--- src/rtl/xcvr_pkg.sv ---
package xcvr_pkg;
  localparam int unsigned XCVR_NDIR = 2;
  localparam int unsigned DIR_A2B   = 0;
  localparam int unsigned DIR_B2A   = 1;

  typedef enum logic {
    SRC_LIVE   = 1'b0,
    SRC_STORED = 1'b1
  } src_t;
endpackage

--- src/rtl/xcvr_capture_reg.sv ---
module xcvr_capture_reg #(
  parameter int unsigned W = 8
) (
  input  logic         clk,
  input  logic         rst,
  input  logic         strobe,
  input  logic [W-1:0] din,
  output logic [W-1:0] q
);
  logic strobe_q;
  logic rise;

  assign rise = strobe & ~strobe_q;

  always_ff @(posedge clk) begin
    if (rst) begin
      strobe_q <= 1'b0;
      q        <= '0;
    end else begin
      strobe_q <= strobe;
      if (rise) q <= din;
    end
  end

  AST_CAPTURE_ON_RISE: assert property (@(posedge clk) disable iff (rst)
    ($past(!rst) && strobe && !$past(strobe)) |=> (q == $past(din)));
  AST_HOLD_NO_RISE: assert property (@(posedge clk) disable iff (rst)
    ($past(!rst) && !(strobe && !$past(strobe))) |=> $stable(q));
  AST_RESET_CLEAR: assert property (@(posedge clk)
    rst |=> (q == '0));
endmodule

--- src/rtl/xcvr_src_sel.sv ---
module xcvr_src_sel
  import xcvr_pkg::*;
#(
  parameter int unsigned W = 8
) (
  input  logic         clk,
  input  logic         rst,
  input  logic         use_store,
  input  logic [W-1:0] live,
  input  logic [W-1:0] stored,
  input  logic         drive_en,
  output logic [W-1:0] dout,
  output logic         drv
);
  src_t sel_q;

  always_ff @(posedge clk) begin
    if (rst) sel_q <= SRC_LIVE;
    else     sel_q <= use_store ? SRC_STORED : SRC_LIVE;
  end

  always_comb begin
    unique case (sel_q)
      SRC_STORED: dout = stored;
      default:    dout = live;
    endcase
  end

  assign drv = drive_en & ~rst;

  AST_SEL_ONE_CYCLE: assert property (@(posedge clk) disable iff (rst)
    $past(!rst) |-> (dout == ($past(use_store) ? stored : live)));
  AST_OFF_IN_RESET: assert property (@(posedge clk)
    rst |-> !drv);
endmodule

--- src/rtl/bus_xcvr_reg.sv ---
module bus_xcvr_reg
  import xcvr_pkg::*;
#(
  parameter int unsigned W = 8
) (
  input  logic         clk,
  input  logic         rst,
  input  logic [W-1:0] a_in,
  output logic [W-1:0] a_out,
  output logic         a_drv,
  input  logic [W-1:0] b_in,
  output logic [W-1:0] b_out,
  output logic         b_drv,
  input  logic         a2b_strobe,
  input  logic         b2a_strobe,
  input  logic         a2b_use_store,
  input  logic         b2a_use_store,
  input  logic         b_drive_en,
  input  logic         a_drive_en_n,
  output logic         both_drive
);
  logic [W-1:0] src_bus [XCVR_NDIR];
  logic [W-1:0] held    [XCVR_NDIR];
  logic [W-1:0] dst_out [XCVR_NDIR];
  logic         strobe  [XCVR_NDIR];
  logic         usel    [XCVR_NDIR];
  logic         den     [XCVR_NDIR];
  logic         ddrv    [XCVR_NDIR];

  assign src_bus[DIR_A2B] = a_in;
  assign src_bus[DIR_B2A] = b_in;
  assign strobe[DIR_A2B]  = a2b_strobe;
  assign strobe[DIR_B2A]  = b2a_strobe;
  assign usel[DIR_A2B]    = a2b_use_store;
  assign usel[DIR_B2A]    = b2a_use_store;
  assign den[DIR_A2B]     = b_drive_en;
  assign den[DIR_B2A]     = ~a_drive_en_n;

  for (genvar d = 0; d < XCVR_NDIR; d++) begin : g_dir
    xcvr_capture_reg #(.W(W)) cap_i (
      .clk    (clk),
      .rst    (rst),
      .strobe (strobe[d]),
      .din    (src_bus[d]),
      .q      (held[d])
    );
    xcvr_src_sel #(.W(W)) sel_i (
      .clk       (clk),
      .rst       (rst),
      .use_store (usel[d]),
      .live      (src_bus[d]),
      .stored    (held[d]),
      .drive_en  (den[d]),
      .dout      (dst_out[d]),
      .drv       (ddrv[d])
    );
  end

  assign b_out      = dst_out[DIR_A2B];
  assign b_drv      = ddrv[DIR_A2B];
  assign a_out      = dst_out[DIR_B2A];
  assign a_drv      = ddrv[DIR_B2A];
  assign both_drive = a_drv & b_drv;

  AST_CONTENTION_FLAG: assert property (@(posedge clk) disable iff (rst)
    (a_drv && b_drv) |-> both_drive);
  AST_NO_FALSE_FLAG: assert property (@(posedge clk) disable iff (rst)
    both_drive |-> (b_drive_en && !a_drive_en_n));
  AST_ENABLE_POLARITY: assert property (@(posedge clk) disable iff (rst)
    (b_drv == b_drive_en) && (a_drv == !a_drive_en_n));
endmodule

--- config.mk ---
export PLATFORM = sky130hd
export DESIGN_NAME = bus_xcvr_reg
export DESIGN_NICKNAME = d
export VERILOG_FILES = /design/src/rtl/xcvr_pkg.sv /design/src/rtl/xcvr_capture_reg.sv /design/src/rtl/xcvr_src_sel.sv /design/src/rtl/bus_xcvr_reg.sv
export SDC_FILE = /design/constraint.sdc
export NUM_CORES = 1
export LEC_CHECK = 0
export BUFFER_PORTS_ARGS = -buffer_cell sky130_fd_sc_hd__buf_2
export CORE_MARGIN = 2
export CORE_UTILIZATION = 44
export CTS_CLUSTER_DIAMETER = 50
export DETAILED_ROUTE_END_ITERATION = 8
export PLACE_DENSITY = 0.7
export RECOVER_POWER = 100
export SYNTH_ARGS = -nofsm -noshare
export SYNTH_HDL_FRONTEND = slang
export SYNTH_HIERARCHICAL = 1
export SYNTH_SLANG_ARGS = --single-unit
--- constraint.sdc ---
create_clock -name clk -period 1.18 [get_ports clk]
set_input_delay 0.236 -clock clk [delete_from_list [all_inputs] [get_ports clk]]
set_output_delay 0.236 -clock clk [all_outputs]
set_load 0.05 [all_outputs]
Word-level counts from Yosys, hierarchy flattened
Index checks and enable logic that the tools add are counted.

word-level totals
  register bits = 20
  memories kept = 0
  output and inout port bits = 19
  word-level logic and storage cells = 19
  latch bits = 0
  bits in read-only memories = 0
  RAM bits = 0

operators by class
  multiplexer cells = 4
  multipliers = 0
  shift operators = 0
  equality and inequality tests = 0
  add/sub/neg operators = 0
  bitwise gates (word level) = 9
  order comparisons = 0
  reduce and logical (&&, ||, !) cells = 0
  divide/modulo/power cells = 0

operators by type and width
  cell         number
  $mux 8       2
  $and 1x1->1  5
  $not 1->1    4
  $mux 1       2

Depth between registers and ports, before layout
  depth after elaboration = 3
  gate-level depth with buffers = 3

Modules after synthesis
Netlist, hierarchy kept.

by module, submodules not included
  module            area each (µm²)  cells each  times used  sequential area each (µm²)
  xcvr_capture_reg  396.6            36          2           180.2
  xcvr_src_sel      163.9            12          2           20.0
  bus_xcvr_reg      10.0             2           1           0.0

Worst setup path before layout
Ideal clock, no wire load.

  path type = input-to-output
  start point = in a_drive_en_n
  end point = out both_drive
  path slack = -0.598 ns
  arrival = 1.542 ns
  cell stages on the path = 3
  data required time = 0.944 ns
  path buffers = 0
  cell sequence = inv_1 > nor2b_1 > and2_1

on the way
  cells in the longest elaborated chain, start to end = 3

RTL lines
  item             RTL line            RTL
  start, declared  bus_xcvr_reg.sv:19  input logic a_drive_en_n,
  $not 1->1        bus_xcvr_reg.sv:37  assign den[DIR_B2A] = ~a_drive_en_n;
  $and 1x1->1      xcvr_src_sel.sv:29  assign drv = drive_en & ~rst;
  via a_drv        bus_xcvr_reg.sv:10  output logic a_drv,
  $and 1x1->1      bus_xcvr_reg.sv:63  assign both_drive = a_drv & b_drv;
  end, declared    bus_xcvr_reg.sv:20  output logic both_drive

The timed path passes the listed nets, and every way through them passes these cells.

Worst setup path after layout
  start point = reg g_dir[1].sel_i.sel_q
  end point = out a_out[6]

on the way
  cells in the longest elaborated chain, start to end = 1

RTL lines
  item                    RTL line            RTL
  start, declared         xcvr_src_sel.sv:15  src_t sel_q;
  start signal, assigned  xcvr_src_sel.sv:19  else sel_q <= use_store ? SRC_STORED : SRC_LIVE;
  $mux 8                  xcvr_src_sel.sv:23  unique case (sel_q)
  end, declared           bus_xcvr_reg.sv:9   output logic [W-1:0] a_out,

No other way between the ends.

==> reports/metrics.csv <==
stage,metric,value,unit
outcome,outcome,"complete, but fails checks",
outcome,failed_checks,negative setup slack,
layout,nNetsFinal,168,
floorplan,die_x,54.7,um
setup_path,r2r-end,g_dir[1].cap_i/q[6]$_SDFFE_PP0P_,
global_routing,grt_pass1_wl,3640,um
floorplan,die-area,2990,sq um
clock_tree,root_buffer,clkbuf_4,
min_path,hold_class,input port to register,
setup_path,end_kind,output port,
detailed_routing,first_pass_iters,4,
placed_design,gp_congestion,0.691,
global_routing,grt_pass1_vias,839,
layout,antenna_cells,0,
power,power_per_cell_area,1110,nW/um^2
sta,slew_headroom,66.5,%
setup_path,path_class,register to output port,
global_routing,grt_overflow,0,
synthesis,postSynthAreaPerCell,11.5,sq um
sta,fmax,0.669,GHz
layout,multi_input_area,693,sq um
layout,area_delta_synth_final,35.1,%
detailed_routing,first_iter_violations,6,
detailed_routing,drc_errors,0,
detailed_routing,dr_total_vias,901,
layout,fillers,226,
synthesis,syn_inst,98,
layout,seq_area,403,sq um
synthesis,yosys.area.top_type,dfxtp_1,
detailed_routing,drtAntennaViolNets,0,
floorplan,core,2450,sq um
placed_design,place_area,1410,sq um
placed_design,portBuffers,42,
sta,slew_violations,0,
synthesis,yosysUniqueCellTypes,12,
synthesis,synth-seq-cells,20,
clock_tree,numCtsBuffers,3,
synthesis,synth.top_cell.area_share,35.4,%
clock_tree,htreeDepth,1,
setup_path,cp_max_fo,8,
setup_path,worst-r2r-setup-slack,200,ps
layout,fin_area,1530,sq um
detailed_routing,drt-total-wl,2350,um
sta,layout_setup_ws,-314,ps
sta,rsz0062_at_grt,true,
synthesis,synth.top_cells.by_area,"dfxtp_1 35%, mux2_4 21%, nand4bb_1 16%, nand2b_1 8.8%, o21ai_2 6.2%",
clock_tree,clk_pin_slew_worst_paths,110,ps
setup_path,crit_end,a_out[6],
global_routing,grt_max_degree,37,
floorplan,die_h,54.7,um
sta,min_period,1490,ps
job,max-cap-violations,0,
clock_tree,cts_hold_buf,0,
clock_tree,cts_sinks,20,
sta,setup_viol,16,
setup_path,r2r-start,g_dir[1].cap_i/strobe_q$_SDFF_PP0_,
placed_design,hpwl,1630,um
setup_path,worst_setup_path_start_kind,register,
synthesis,syn_nets,122,
floorplan,io_pins,43,
synthesis,ys.warnings.count,6,
synthesis,synth-seq-area-share,35.4,%
clock_tree,cts_tree,yes,
clock_tree,insertion_delay,300,ps
synthesis,synthesis.area,1130,sq um
clock_tree,clockBufferDepth,2,
detailed_routing,wl_per_cell,13.6,um
setup_path,critPathArrivalTime,1260,ps
detailed_routing,avgViaCountPerCell,5.21,
setup_path,startpoint,g_dir[1].sel_i/sel_q$_SDFF_PP0_,
floorplan,initial_core_util,46.1,%
global_routing,track_usage,17.2,%
sta,skew,1.93,ps
setup_path,reg2regPathDepth,2,
power,p_leak,0.000655,uW
sta,finalHoldViolCount,0,
setup_path,crit_required,940,ps
global_routing,antenna_found_initial,0,
sta,period_share,127,%
sta,worst_pin_slew,503,ps
placed_design,pre_cts_slack,-60.0,ps
power,ir_drop,0.781,mV
floorplan,rows,18,
layout,drive_gt1_share,51.7,%
==> worst min-delay path by stage <==
stage / from / cells after the start / slack (ps) / to
final: a2b_use_store / 2 / 130 / g_dir[0].sel_i/sel_q$_SDFF_PP0_
after global routing: a2b_use_store / 2 / 110 / g_dir[0].sel_i/sel_q$_SDFF_PP0_
after CTS: a2b_use_store / 2 / 120 / g_dir[0].sel_i/sel_q$_SDFF_PP0_
after detailed placement: a2b_use_store / 2 / 450 / g_dir[0].sel_i/sel_q$_SDFF_PP0_
after global placement: a2b_use_store / 2 / 450 / g_dir[0].sel_i/sel_q$_SDFF_PP0_
after floorplan: rst / 1 / 310 / g_dir[0].sel_i/sel_q$_SDFF_PP0_
==> layer usage <==
layer	vias up	routed length, um	GRT usage, %
li1	448	-	-
met1	422	1030	20.7
met2	29	1170	28.8
met3	2	136	4.37
met4	0	15	7.50
met5	-	0	0
==> cells by family after synthesis <==
family | Yosys count | share of synthesized area, %
buffers and inverters | 5 | 3.21
DFF | 20 | 35.4
AOI/OAI and AO/OA | 16 | 9.73
muxes | 16 | 21.2
and+or+nand+nor | 41 | 30.4
==> Yosys cell counts (all sizes together) <==
cell	number
o21ai	16
inv	1
dfxtp	20
and2b	2
nor2b	6
mux2	16
nand2b	16
buf	4
and2	1
nand4bb	16
==> what timing repair did <==
item | CTS | global route
setup buffers | 0 | 0
setup endpoints to repair | 16 | 16
hold endpoints to repair | 0 | 0
resized for setup | 34 | 0
==> per-stage QoR <==
stage | TNS, ps | instances | total power (uW) | hold WS [ps] | utilization [%]
floorplan | 0 | 98 | 1120 | 308 | -
global placement | -555 | 169 | 1240 | 446 | 57.5
detailed placement | -826 | 169 | 1260 | 449 | 57.5
CTS | -5300 | 173 | 1730 | 116 | 63.1
global route | -5710 | 173 | 1770 | 115 | 62.2
finish | -4920 | 173 | 1690 | 133 | 62.2
==> report_power, final <==
group | switching [uW] | internal [uW]
clock network | 211 | 188
logic | 296 | 251
registers | 26.9 | 716
==> area by class of cell <==
cell class / instances / share of cell area (%)
inverter: 1 / 0.246
sequential: 20 / 26.4
multi-input combinational: 73 / 45.4
clock buffer: 4 / 2.38
timing repair buffer: 45 / 23.2
tap: 30 / 2.46
==> worst max-delay path, stage by stage, from the launching register on <==
cell and delay, ps:
dfxtp_2 360, buf_12 130, mux2_4 310, buf_6 150
==> registers in the layout (all words and copies together), names as in the netlist <==
name and flops:
g_dir.sel_i/sel_q 2, g_dir.cap_i/q 16, g_dir.cap_i/strobe_q 2
==> cells in the final DEF, fill, tap and decap left out, types with 4 or more instances in the layout <==
master	n
mux2_4	16
o21ai_0	13
buf_6	16
nor2b_1	4
nand2b_1	16
buf_2	23
dfxtp_1	18
nand4bb_1	16
Power figures use the tool's default switching activity.
